[config.mk]
export PLATFORM = sky130hd
export DESIGN_NAME = irq_gate_regs
export DESIGN_NICKNAME = d
export VERILOG_FILES = /design/src/rtl/irq_gate_pkg.sv /design/src/rtl/irq_src_sync.sv /design/src/rtl/irq_reg_file.sv /design/src/rtl/irq_qualify.sv /design/src/rtl/irq_gate_regs.sv
export SDC_FILE = /design/constraint.sdc
export NUM_CORES = 1
export LEC_CHECK = 0
export ABC_AREA = 1
export ABC_CLOCK_PERIOD_IN_PS = 3100
export BUFFER_PORTS_ARGS = -buffer_cell sky130_fd_sc_hd__buf_2
export CORE_UTILIZATION = 61
export CTS_CLUSTER_SIZE = 30
export DETAILED_ROUTE_END_ITERATION = 8
export PLACE_DENSITY = 0.86
export SYNTH_ARGS = -nofsm -noshare
export SYNTH_HDL_FRONTEND = slang
export SYNTH_HIERARCHICAL = 1
export SYNTH_SLANG_ARGS = --single-unit
[constraint.sdc]
create_clock -name clk_i -period 3.1 [get_ports clk_i]
set_input_delay 0.155 -clock clk_i [delete_from_list [all_inputs] [get_ports clk_i]]
set_output_delay 0.155 -clock clk_i [all_outputs]
set_load 0.02 [all_outputs]
[src/rtl/irq_gate_pkg.sv]
package irq_gate_pkg;

  localparam int BUS_ADDR_W = 5;

  typedef enum logic [2:0] {
    SEL_PEND_HI,
    SEL_PEND_LO,
    SEL_MASK_HI,
    SEL_MASK_LO,
    SEL_FRC_HI,
    SEL_FRC_LO,
    SEL_NONE
  } reg_sel_e;

  // byte offset -> register; misaligned or unmapped offsets select nothing
  function automatic reg_sel_e decode_offset(input logic [BUS_ADDR_W-1:0] addr);
    reg_sel_e sel;
    sel = SEL_NONE;
    if (addr[1:0] == 2'b00) begin
      case (addr[BUS_ADDR_W-1:2])
        3'd0: sel = SEL_PEND_HI;
        3'd1: sel = SEL_PEND_LO;
        3'd2: sel = SEL_MASK_HI;
        3'd3: sel = SEL_MASK_LO;
        3'd4: sel = SEL_FRC_HI;
        3'd5: sel = SEL_FRC_LO;
        default: sel = SEL_NONE;
      endcase
    end
    return sel;
  endfunction

endpackage

[src/rtl/irq_src_sync.sv]
module irq_src_sync #(
  parameter int WIDTH  = 64,
  parameter int STAGES = 2
) (
  input  logic             clk_i,
  input  logic             rst_ni,
  input  logic [WIDTH-1:0] raw_i,
  output logic [WIDTH-1:0] sync_o,
  output logic             warm_o
);
  localparam int CNT_W = $clog2(STAGES + 1);

  logic [WIDTH-1:0] stage_q [STAGES];

  for (genvar g = 0; g < STAGES; g++) begin : g_stage
    if (g == 0) begin : g_first
      always_ff @(posedge clk_i or negedge rst_ni) begin
        if (!rst_ni) stage_q[g] <= '0;
        else         stage_q[g] <= raw_i;
      end
    end else begin : g_next
      always_ff @(posedge clk_i or negedge rst_ni) begin
        if (!rst_ni) stage_q[g] <= '0;
        else         stage_q[g] <= stage_q[g-1];
      end
    end
  end

  assign sync_o = stage_q[STAGES-1];

  // counts edges since reset so that checks on history know when it is valid
  logic [CNT_W-1:0] warm_cnt_q;
  always_ff @(posedge clk_i or negedge rst_ni) begin
    if (!rst_ni)                              warm_cnt_q <= '0;
    else if (warm_cnt_q != CNT_W'(STAGES))    warm_cnt_q <= warm_cnt_q + 1'b1;
  end
  assign warm_o = (warm_cnt_q == CNT_W'(STAGES));

endmodule

[src/rtl/irq_reg_file.sv]
module irq_reg_file
  import irq_gate_pkg::*;
#(
  parameter int WORD_W = 32
) (
  input  logic                  clk_i,
  input  logic                  rst_ni,
  input  logic                  bus_en_i,
  input  logic                  bus_we_i,
  input  logic [BUS_ADDR_W-1:0] bus_addr_i,
  input  logic [WORD_W-1:0]     bus_wdata_i,
  output logic [WORD_W-1:0]     bus_rdata_o,
  input  logic [2*WORD_W-1:0]   sync_i,
  output logic [2*WORD_W-1:0]   mask_o,
  output logic [2*WORD_W-1:0]   force_o,
  output logic                  mask_all_evt_o,
  output logic                  pend_wr_evt_o
);
  localparam int NSRC = 2 * WORD_W;

  reg_sel_e          sel;
  logic              wr_evt;
  logic              rd_evt;
  logic [NSRC-1:1]   mask_q;
  logic [NSRC-1:0]   force_q;
  logic [NSRC-1:0]   pend_vec;
  logic [NSRC-1:0]   mask_vec;

  assign sel            = decode_offset(bus_addr_i);
  assign wr_evt         = bus_en_i &&  bus_we_i;
  assign rd_evt         = bus_en_i && !bus_we_i;
  assign mask_all_evt_o = wr_evt && (sel == SEL_MASK_LO) && bus_wdata_i[0];
  assign pend_wr_evt_o  = wr_evt && ((sel == SEL_PEND_HI) || (sel == SEL_PEND_LO));

  always_ff @(posedge clk_i or negedge rst_ni) begin
    if (!rst_ni) begin
      mask_q  <= '1;
      force_q <= '0;
    end else if (wr_evt) begin
      case (sel)
        SEL_MASK_HI: mask_q[NSRC-1:WORD_W] <= bus_wdata_i;
        SEL_MASK_LO: begin
          if (bus_wdata_i[0]) mask_q <= '1;
          else                mask_q[WORD_W-1:1] <= bus_wdata_i[WORD_W-1:1];
        end
        SEL_FRC_HI:  force_q[NSRC-1:WORD_W] <= bus_wdata_i;
        SEL_FRC_LO:  force_q[WORD_W-1:0]    <= bus_wdata_i;
        default: ;
      endcase
    end
  end

  assign pend_vec = {sync_i[NSRC-1:1], 1'b0};
  assign mask_vec = {mask_q, 1'b0};
  assign mask_o   = mask_vec;
  assign force_o  = force_q;

  always_comb begin
    bus_rdata_o = '0;
    if (rd_evt) begin
      case (sel)
        SEL_PEND_HI: bus_rdata_o = pend_vec[NSRC-1:WORD_W];
        SEL_PEND_LO: bus_rdata_o = pend_vec[WORD_W-1:0];
        SEL_MASK_HI: bus_rdata_o = mask_vec[NSRC-1:WORD_W];
        SEL_MASK_LO: bus_rdata_o = mask_vec[WORD_W-1:0];
        SEL_FRC_HI:  bus_rdata_o = force_q[NSRC-1:WORD_W];
        SEL_FRC_LO:  bus_rdata_o = force_q[WORD_W-1:0];
        default:     bus_rdata_o = '0;
      endcase
    end
  end

  assert_maskall_sets_R3: assert property (@(posedge clk_i) disable iff (!rst_ni)
    mask_all_evt_o |=> (&mask_q));

  assert_pend_write_inert_R9: assert property (@(posedge clk_i) disable iff (!rst_ni)
    pend_wr_evt_o |=> ($stable(mask_q) && $stable(force_q)));

  assert_unmapped_zero_R9: assert property (@(posedge clk_i) disable iff (!rst_ni)
    (rd_evt && (sel == SEL_NONE)) |-> (bus_rdata_o == '0));

endmodule

[src/rtl/irq_qualify.sv]
module irq_qualify #(
  parameter int NSRC = 64
) (
  input  logic [NSRC-1:0] sync_i,
  input  logic [NSRC-1:0] mask_i,
  input  logic [NSRC-1:0] force_i,
  output logic [NSRC-1:0] req_o,
  output logic            any_o
);
  // source 0 is software-only: its raw line never contributes
  function automatic logic [NSRC-1:0] qualify_vec(
    input logic [NSRC-1:0] s,
    input logic [NSRC-1:0] m,
    input logic [NSRC-1:0] f
  );
    logic [NSRC-1:0] q;
    q[0] = f[0];
    for (int i = 1; i < NSRC; i++) q[i] = (s[i] & ~m[i]) | f[i];
    return q;
  endfunction

  assign req_o = qualify_vec(sync_i, mask_i, force_i);
  assign any_o = |req_o;

endmodule

[src/rtl/irq_gate_regs.sv]
module irq_gate_regs
  import irq_gate_pkg::*;
#(
  parameter int WORD_W = 32
) (
  input  logic                  clk_i,
  input  logic                  rst_ni,
  input  logic                  bus_en_i,
  input  logic                  bus_we_i,
  input  logic [BUS_ADDR_W-1:0] bus_addr_i,
  input  logic [WORD_W-1:0]     bus_wdata_i,
  output logic [WORD_W-1:0]     bus_rdata_o,
  input  logic [2*WORD_W-1:0]   irq_raw_i,
  output logic [2*WORD_W-1:0]   irq_req_o,
  output logic                  irq_any_o
);
  localparam int NSRC        = 2 * WORD_W;
  localparam int SYNC_STAGES = 2;

  logic [NSRC-1:0] sync_vec;
  logic [NSRC-1:0] mask_vec;
  logic [NSRC-1:0] force_vec;
  logic            sync_warm;
  logic            mask_all_evt;
  logic            pend_wr_evt;

  irq_src_sync #(.WIDTH(NSRC), .STAGES(SYNC_STAGES)) u_sync (
    .clk_i  (clk_i),
    .rst_ni (rst_ni),
    .raw_i  (irq_raw_i),
    .sync_o (sync_vec),
    .warm_o (sync_warm)
  );

  irq_reg_file #(.WORD_W(WORD_W)) u_regs (
    .clk_i          (clk_i),
    .rst_ni         (rst_ni),
    .bus_en_i       (bus_en_i),
    .bus_we_i       (bus_we_i),
    .bus_addr_i     (bus_addr_i),
    .bus_wdata_i    (bus_wdata_i),
    .bus_rdata_o    (bus_rdata_o),
    .sync_i         (sync_vec),
    .mask_o         (mask_vec),
    .force_o        (force_vec),
    .mask_all_evt_o (mask_all_evt),
    .pend_wr_evt_o  (pend_wr_evt)
  );

  irq_qualify #(.NSRC(NSRC)) u_qual (
    .sync_i  (sync_vec),
    .mask_i  (mask_vec),
    .force_i (force_vec),
    .req_o   (irq_req_o),
    .any_o   (irq_any_o)
  );

  assert_force_bypass_R5: assert property (@(posedge clk_i) disable iff (!rst_ni)
    ((force_vec & ~irq_req_o) == '0));

  assert_mask_blocks_R2: assert property (@(posedge clk_i) disable iff (!rst_ni)
    ((irq_req_o & ~force_vec & mask_vec & ~NSRC'(1)) == '0));

  assert_src0_force_only_R7: assert property (@(posedge clk_i) disable iff (!rst_ni)
    (irq_req_o[0] == force_vec[0]));

  assert_any_flag_R8: assert property (@(posedge clk_i) disable iff (!rst_ni)
    (irq_any_o == (irq_req_o != '0)));

  assert_sync_latency_R10: assert property (@(posedge clk_i) disable iff (!rst_ni)
    sync_warm |-> (sync_vec == $past(irq_raw_i, 2)));

endmodule

==> Word-level counts from Yosys, hierarchy flattened <==
Cells that the tools add are included.
{ "totals": {"word_cells": 225, "reg_bits": 255} }
{ "op_classes": {"reduce_logical": 12, "eq_ne": 11, "muxes": 7, "bitwise": 189} }
{ "op_table": {"columns": ["op", "count"], "rows": [
  ["one-hot mux 32 bit (6 select lines)", 1],
  ["2-to-1 mux 32 bit", 2],
  ["one-hot mux 32 bit (2 select lines)", 1],
  ["OR reduction 64 bit", 1],
  ["bitwise AND 1 bit", 63],
  ["inverter 1 bit", 63],
  ["bitwise OR 1 bit", 63],
  ["2-to-1 mux 31 bit", 1],
  ["one-hot mux 3 bit (6 select lines)", 1],
  ["equality test 3 x 2 -> 1 bit (second input constant)", 4],
  ["equality test 3 bit (second input constant)", 4],
  ["equality test 3 x 1 -> 1 bit (second input constant)", 2],
  ["zero test 3 bit", 2],
  ["AND reduction 2 bit", 3],
  ["2-to-1 mux 3 bit", 1],
  ["AND reduction 3 bit", 1],
  ["logical AND 1 bit", 2],
  ["zero test 2 bit", 1],
  ["!= test 2 bit (second input constant)", 1],
  ["nonzero test 2 bit", 1],
  ["zero test 1 bit", 1]
]} }

==> Logic depth before layout (Yosys ltp) <==
Gate-level depths: netlist of run 1.
{ "logic_depth": {"depth_word": 6, "ltp_mapped": 9} }

==> Cells and area by module <==
Netlist of run 1, hierarchy kept.
{ "modules_own_cells": {"columns": ["mod", "n_inst", "cells_per_inst", "area_per_inst_um2"], "rows": [
  ["irq_reg_file", 1, 883, 6481.2],
  ["irq_src_sync", 1, 203, 3786.1],
  ["irq_qualify", 1, 252, 1397.6]
]} }

==> Worst setup path before layout of run 1 <==
No wires, ideal clock.
{ "synth_path": {"kind": "input to output", "from": "in bus_addr_i[1]", "to": "out bus_rdata_o[10]", "path_stages": 8, "t_arrival_ps": 1271, "slack_ps": 1674, "path_buffers": 1, "cell_sequence": "nor2_2 -> nand2_1 -> inv_1 -> clkbuf_1 -> nand3_1 -> nand3_1 -> nor2_1 -> nor2_1"} }
{ "synth_via": {"elab_chain_len": 5, "word_cells_on_any_way": 10, "classes_between": "eq/ne: 5; mux: 3; reduce/logical: 2"} }
{ "synth_lines": {"columns": ["item", "line", "rtl"], "rows": [
  ["from (decl)", "irq_gate_regs.sv:10", "input logic [BUS_ADDR_W-1:0] bus_addr_i,"],
  ["zero test 2 bit *", "irq_gate_pkg.sv:19", "if (addr[1:0] == 2'b00) begin"],
  ["2-to-1 mux 3 bit *", "irq_gate_pkg.sv:19", null],
  ["equality test 3 bit (tied with other cells)", "irq_reg_file.sv:61", "case (sel)"],
  ["one-hot mux 32 bit (6 select lines) *", "irq_reg_file.sv:61", null],
  ["2-to-1 mux 32 bit *", "irq_reg_file.sv:60", "if (rd_evt) begin"],
  ["to (decl)", "irq_gate_regs.sv:12", "output logic [WORD_W-1:0] bus_rdata_o,"]
]} }
Every way passes the cells marked *; elsewhere a longest branch is shown, timed or not.

==> Worst setup path after layout of run 1 <==
{ "layout_path": {"from": "reg u_regs/mask_q[61] in the netlist's numbering", "to": "out irq_any_o"} }
{ "layout_via": {"elab_chain_len": 4} }
{ "layout_lines": {"columns": ["item", "line", "rtl"], "rows": [
  ["from (decl)", "irq_reg_file.sv:24", "logic [NSRC-1:1] mask_q;"],
  ["from (signal, indexed assignment)", "irq_reg_file.sv:41", "SEL_MASK_HI: mask_q[NSRC-1:WORD_W] <= bus_wdata_i;"],
  ["from (signal, indexed assignment)", "irq_reg_file.sv:44", "else mask_q[WORD_W-1:1] <= bus_wdata_i[WORD_W-1:1];"],
  ["inverter 1 bit", "irq_qualify.sv:18", "for (int i = 1; i < NSRC; i++) q[i] = (s[i] & ~m[i]) | f[i];"],
  ["bitwise AND 1 bit", "irq_qualify.sv:18", null],
  ["bitwise OR 1 bit", "irq_qualify.sv:18", null],
  ["OR reduction 64 bit", "irq_qualify.sv:23", "assign any_o = |req_o;"],
  ["to (decl)", "irq_gate_regs.sv:15", "output logic irq_any_o"]
]} }
No other way between the ends.

==> results of run 1 <==
[worst register-to-register path: cells and delay by family (launching register included)]
kind	cells	cell delay (ns)
flip-flops	1	0.58
AND/OR/NAND/NOR	1	0.13
AO/OA/AOI/OAI	1	0.12
[repair_timing]
item | CTS | global route
hold endpoints to repair | 256 | 0
buffers inserted | 0 | 0
endpoints found under the setup margin | 0 | 0
hold buffers | 95 | 0
[placed cells by master (no fill, tap or decap)]
cell type	instances
clkbuf_16	27
nor2_4	7
clkinv_2	3
buf_12	2
nand3_1	94
nor2_1	102
buf_4	25
clkbuf_1	6
buf_8	1
o21ai_0	116
o21bai_4	22
o21ai_1	41
dlygate4sd3_1	95
nand3_2	1
nor3_2	1
clkbuf_8	5
nand2_1	383
inv_6	1
dfrtp_1	190
o21bai_1	10
inv_2	3
nor2_2	6
bufinv_16	6
inv_1	131
buf_2	199
clkinv_4	1
clkinvlp_4	1
nand2_2	29
dfstp_2	63
[state kept, by name, indices dropped and copies added (netlist names)]
register,cells
u_sync/stage_q,63
u_regs/force_o,64
u_sync/sync_o,63
u_regs/mask_q,63
[metal layers]
layer	vias up	track usage (%)	routed length, µm
li1	4512	-	-
met1	4719	43.1	12300
met2	689	60.3	16800
met3	150	6.23	3250
met4	0	19.2	1540
met5	-	0	0
[final timing paths]
kind | end | slack, ns
hold / removal | u_regs/mask_q[32]$_DFFE_PN1P_ | 0.09
setup reg to reg | u_regs/mask_q[21]$_DFFE_PN1N_ | 2.20
min in group asynchronous | u_sync/stage_q[106]$_DFF_PN0_ | 0.21
setup / recovery | irq_any_o | 0.78
max in group asynchronous | u_regs/mask_q[3]$_DFFE_PN1N_ | 1.95
hold reg to reg | u_sync/sync_o[52]$_DFF_PN0_ | 0.34
[layout make-up]
type,instances,area [µm²],share of cell area [%]
Tap cell,229,287,2.01
Multi-Input combinational cell,812,3880,27.2
Inverter,134,503,3.53
Clock inverter,12,220,1.54
Clock buffer,38,767,5.38
Sequential cell,253,6410,45.0
Timing Repair Buffer,322,2190,15.4
[power by group through the flow]
stage	clock network [mW]	logic (mW)	registers (mW)
floorplan	0	0.925	4.03
global placement	0	1.28	4.10
detailed placement	0	1.32	4.12
CTS	3.56	1.43	4.07
global route	3.70	1.59	4.13
finish	3.53	1.47	4.08
[through the flow]
stage                     cell area, µm²  power, mW  hold WS [ns]
after detailed placement           12300       5.44         0.241
final                              14300       9.08        0.0870
after global routing               14300       9.42         0.103
after global placement             12300       5.38         0.236
after CTS                          14300       9.06        0.0612
after floorplan                    11500       4.95        -0.141
==> flow_summary_export.csv, run 1 <==
group,metric,value,unit
floorplanning,dieWidth,139,µm
critical_path,crit_chain,"inv_1, nand2_1, nand2_2, nor2_2, nand2_1, nor2_1, nand2_1, nor2_1, nand2_1, buf_2",
synthesis,syn_area,11500,µm²
power_and_ir_drop,switchingPower,2.51,mW
power_and_ir_drop,leakage,7.10,nW
floorplanning,die_h,139,µm
detailed_routing,drtIter0Drc,1098,
timing,slew_headroom,31.8,%
detailed_routing,first_pass_iters,8,
timing,hold_violations,0,
critical_path,worstReg2RegStart,"u_regs/mask_q[21]$_DFFE_PN1N_",
timing,fmax,0.431,GHz
placed_design,dpl.hpwl,19.3,mm
timing,drv_slew,0,
detailed_routing,drt-total-wl,33.8,mm
cts,cts_buffers,27,
critical_path,worst-path-buf-inv,2,
outcome,status,"finished, violations left",
critical_path,start_kind,"flop",
synthesis,syn-num-nets,1425,
critical_path,crit_fanout,3,
floorplanning,num_io_pins,202,
timing,min_period,2.32,ns
timing,fin_setup_tns,0,ns
finish,drive_gt1_share,25.7,%
grt,grt_pass1_vias,10500,
floorplanning,start_util,63.1,%
floorplanning,row_count,49,
cts,path_clk_slew,0.06,ns
synthesis,yosysWarnings,6,
critical_path,path_class,"reg -> out",
hold_path,min_delay_path_depth,5,
placed_design,dp.cells,1655,
timing,skew,0.00705,ns
critical_path,path_depth,10,
cts,cts_root_buf,"clkbuf_16",
detailed_routing,vias_per_cell,5.59,
grt,antenna_found_initial,0,
finish,nFillCells,1102,
power_and_ir_drop,pwr-share-clk,38.9,%
grt,grt_max_degree,106,
critical_path,critPathRequiredTime,2.94,ns
critical_path,critPathSlowestCell,"dfstp_2",
placed_design,place_worst_setup_slack,0.856,ns
power_and_ir_drop,intPower,6.57,mW
finish,final_util,78.3,%
timing,setup_viol,0,
critical_path,critPathArrivalTime,2.17,ns
timing,post-route-period-util,74.9,%
placed_design,io_buffers,200,
job,maxCapViolations,0,
grt,grtUsageTotal,35.4,%
timing,rsz0062_at_grt,"false",
outcome,violations,"DRC",
critical_path,r2r_cells,2,
floorplanning,core_area,18200,µm²
hold_path,min_path_type,"in -> reg",
timing,worst_pin_slew,1.02,ns
floorplanning,die-area,19400,µm²
power_and_ir_drop,ir_drop,617,µV
critical_path,cpMostUsedCell,"nand2_1",
critical_path,cp_top_family,"simple AND/OR/NAND/NOR gates",
finish,syn2layout_area_growth,24.2,%
synthesis,avgSynthCellArea,8.70,µm²
cts,cts_max_path_buffers,3,
grt,gr-total-overflow,0,
cts,ctsResizeCount,0,
power_and_ir_drop,p_per_area,637,nW/µm²
critical_path,startpoint,"u_regs/mask_q[61]$_DFFE_PN1P_",
timing,setup_ws,0.779,ns
detailed_routing,routedWlPerCell,18.8,µm
cts,worstSkewPairLatency,0.53,ns
detailed_routing,ant_nets,0,
finish,antenna_cells,0,
finish,final_net_count,1655,
detailed_routing,drcViolationCount,14,
cts,cts_tree,"yes",
grt,grt_pass1_wl,53.0,mm
power_and_ir_drop,swShare,27.6,%
critical_path,cpPeakStageDelay,0.56,ns
placed_design,place_congestion,0.856,
power_and_ir_drop,p_comb_share,16.1,%
detailed_routing,vias,10100,
hold_path,min_from,"bus_addr_i[3]",
cts,cts.sinks,253,
power_and_ir_drop,seqPwrFrac,45.0,%
cts,h-tree-depth,1,
synthesis,synth_cells,1320,
critical_path,critPathCaptureType,"output pin",
finish,fin_cells,1800,
Note: power is estimated with default switching activity, not from simulation.
==> inputs of run 2 (changes only) <==
Settings changed: ABC_AREA 1 to 0, ABC_CLOCK_PERIOD_IN_PS 3100 to 2000, CORE_UTILIZATION 61 to 51, PLACE_DENSITY 0.86 to 0.77.
Clock period 3.1 ns to 2 ns, I/O delays scaled along.
==> flow_summary_export.csv, run 2 <==
group,metric,value,unit
outcome,status,"finished, violations left",
outcome,violations,"setup timing",
finish,final_net_count,1326,
grt,grt_max_degree,64,
detailed_routing,drcViolationCount,0,
hold_path,min_path_type,"in -> async",
finish,layout_commonest_cell,"buf_2",
grt,use_met1,39.8,%
detailed_routing,drt-total-wl,32.5,mm
finish,largest_reg_flops,64,
finish,final_util,68.4,%
finish,syn2layout_area_growth,31.8,%
job,maxCapViolations,0,
finish,regArea,6410,µm²
power_and_ir_drop,ir_drop,819,µV
timing,rsz0062_at_grt,"true",
floorplanning,num_io_pins,202,
synthesis,synth_cells,930,
detailed_routing,ant_nets,0,
finish,fin_cells,1524,
timing,skew,0.0120,ns
power_and_ir_drop,p_total,14.6,mW
critical_path,critPathArrivalTime,2.39,ns
timing,worst_pin_slew,0.514,ns
detailed_routing,first_pass_iters,5,
critical_path,crit_fanout,2,
floorplanning,core_area,21800,µm²
timing,fin_setup_tns,-0.490,ns
synthesis,avgSynthCellArea,12.2,µm²
grt,gr-usage-met3,4.70,%
detailed_routing,vias,8494,
critical_path,start_kind,"flop",
critical_path,startpoint,"u_regs/mask_q[61]$_DFFE_PN1P_",
timing,setup_ws,-0.490,ns
finish,final_cell_mix,"buf_2, dfrtp_1, dlygate4sd3_1",
timing,holdWs,0.106,ns
cts,cts_tree,"yes",
power_and_ir_drop,p_per_area,981,nW/µm²
grt,grt_busiest_layer,"met2",
cts,cts.sinks,253,
critical_path,critPathCaptureType,"output pin",
placed_design,dpl.hpwl,21.0,mm
grt,grtUsageMet2,46.1,%
critical_path,path_class,"reg -> out",
grt,gr-total-overflow,0,
timing,min_period,2.49,ns
placed_design,io_buffers,200,
floorplanning,start_util,51.9,%
grt,grt_pass1_wl,48.7,mm
cts,cts_max_path_buffers,3,
placed_design,place_congestion,0.869,
floorplanning,row_count,54,
grt,grtUsageTotal,28.8,%
timing,hold_violations,0,
grt,grt_pass1_vias,8562,
critical_path,worstReg2RegStart,"u_regs/force_o[46]$_DFFE_PN0P_",
timing,setup_viol,1,
cts,h-tree-depth,1,
timing,post-route-period-util,125,%
floorplanning,die-area,22800,µm²
finish,final_cell_area,14900,µm²
timing,slew_headroom,65.7,%
critical_path,critPathRequiredTime,1.90,ns
timing,drv_slew,0,
detailed_routing,drtIter0Drc,705,
detailed_routing,routedWlPerCell,21.3,µm
timing,fmax,0.402,GHz
grt,antenna_found_initial,0,
power_and_ir_drop,leakage,7.11,nW
cts,cts_buffers,28,
synthesis,syn-num-nets,1035,
synthesis,syn_area,11300,µm²
placed_design,dp.cells,1374,
placed_design,placed_area,12700,µm²
floorplanning,dieWidth,151,µm
floorplanning,die_h,151,µm
cts,path_clk_slew,0.06,ns
finish,drive_gt1_share,40.9,%
finish,multi_input_area,4370,µm²
synthesis,yosysWarnings,6,
detailed_routing,vias_per_cell,5.57,
placed_design,place_worst_setup_slack,-0.259,ns
cts,cts_root_buf,"clkbuf_16",
cts,worstSkewPairLatency,0.55,ns
finish,nFillCells,1498,
-- run 2: where the power goes --
group          switching, mW  internal, mW  total (mW)
clock network           2.07          3.22        5.29
logic                   1.49          1.44        2.93
registers              0.531          5.88        6.41
total                   4.09          10.5        14.6
-- run 2: area by class of cell --
type,count,share of cell area (%)
multi-input combinational,531,29.3
clock buffer,40,5.47
clock inverter,12,1.03
inverter,33,0.830
tap,280,2.35
sequential,253,43.0
timing repair buffer,374,18.1
antenna,1,0.0168
-- run 2: what timing repair did --
| action | CTS | global route |
|---|---|---|
| gates cloned | 0 | 0 |
| gates resized for setup | 37 | 15 |
| pin swaps | 19 | 10 |
| hold buffers | 96 | 0 |
| setup buffers | 0 | 1 |
| setup endpoints to repair | 3 | 4 |
| hold endpoints to repair | 369 | 0 |
-- run 2: final timing paths --
path / to / cells past startpoint / slack, ns
setup reg to reg: u_regs/force_o[46]$_DFFE_PN0P_ / 2 / 0.98
max in group asynchronous: u_regs/mask_q[36]$_DFFE_PN1P_ / 3 / 1.10
setup / recovery: irq_any_o / 7 / -0.49
min in group clk_i: u_regs/mask_q[32]$_DFFE_PN1P_ / 4 / 0.14
hold reg to reg: u_sync/sync_o[37]$_DFF_PN0_ / 0 / 0.34
hold / removal: u_sync/sync_o[61]$_DFF_PN0_ / 2 / 0.11
-- run 2: metal layers --
layer	share of wire, %	wire length, µm
met2	47	15400
met3	7.2	2330
met5	0	0
met4	3.1	996
met1	43	13800
-- run 2: worst max-delay path: stages, from the launching register on --
cell	delay, ns
dfstp_2	0.53
inv_1	0.07
a2111oi_4	0.28
buf_4	0.18
nand4_1	0.19
nor4_4	0.38
nand2_4	0.09
buf_6	0.13
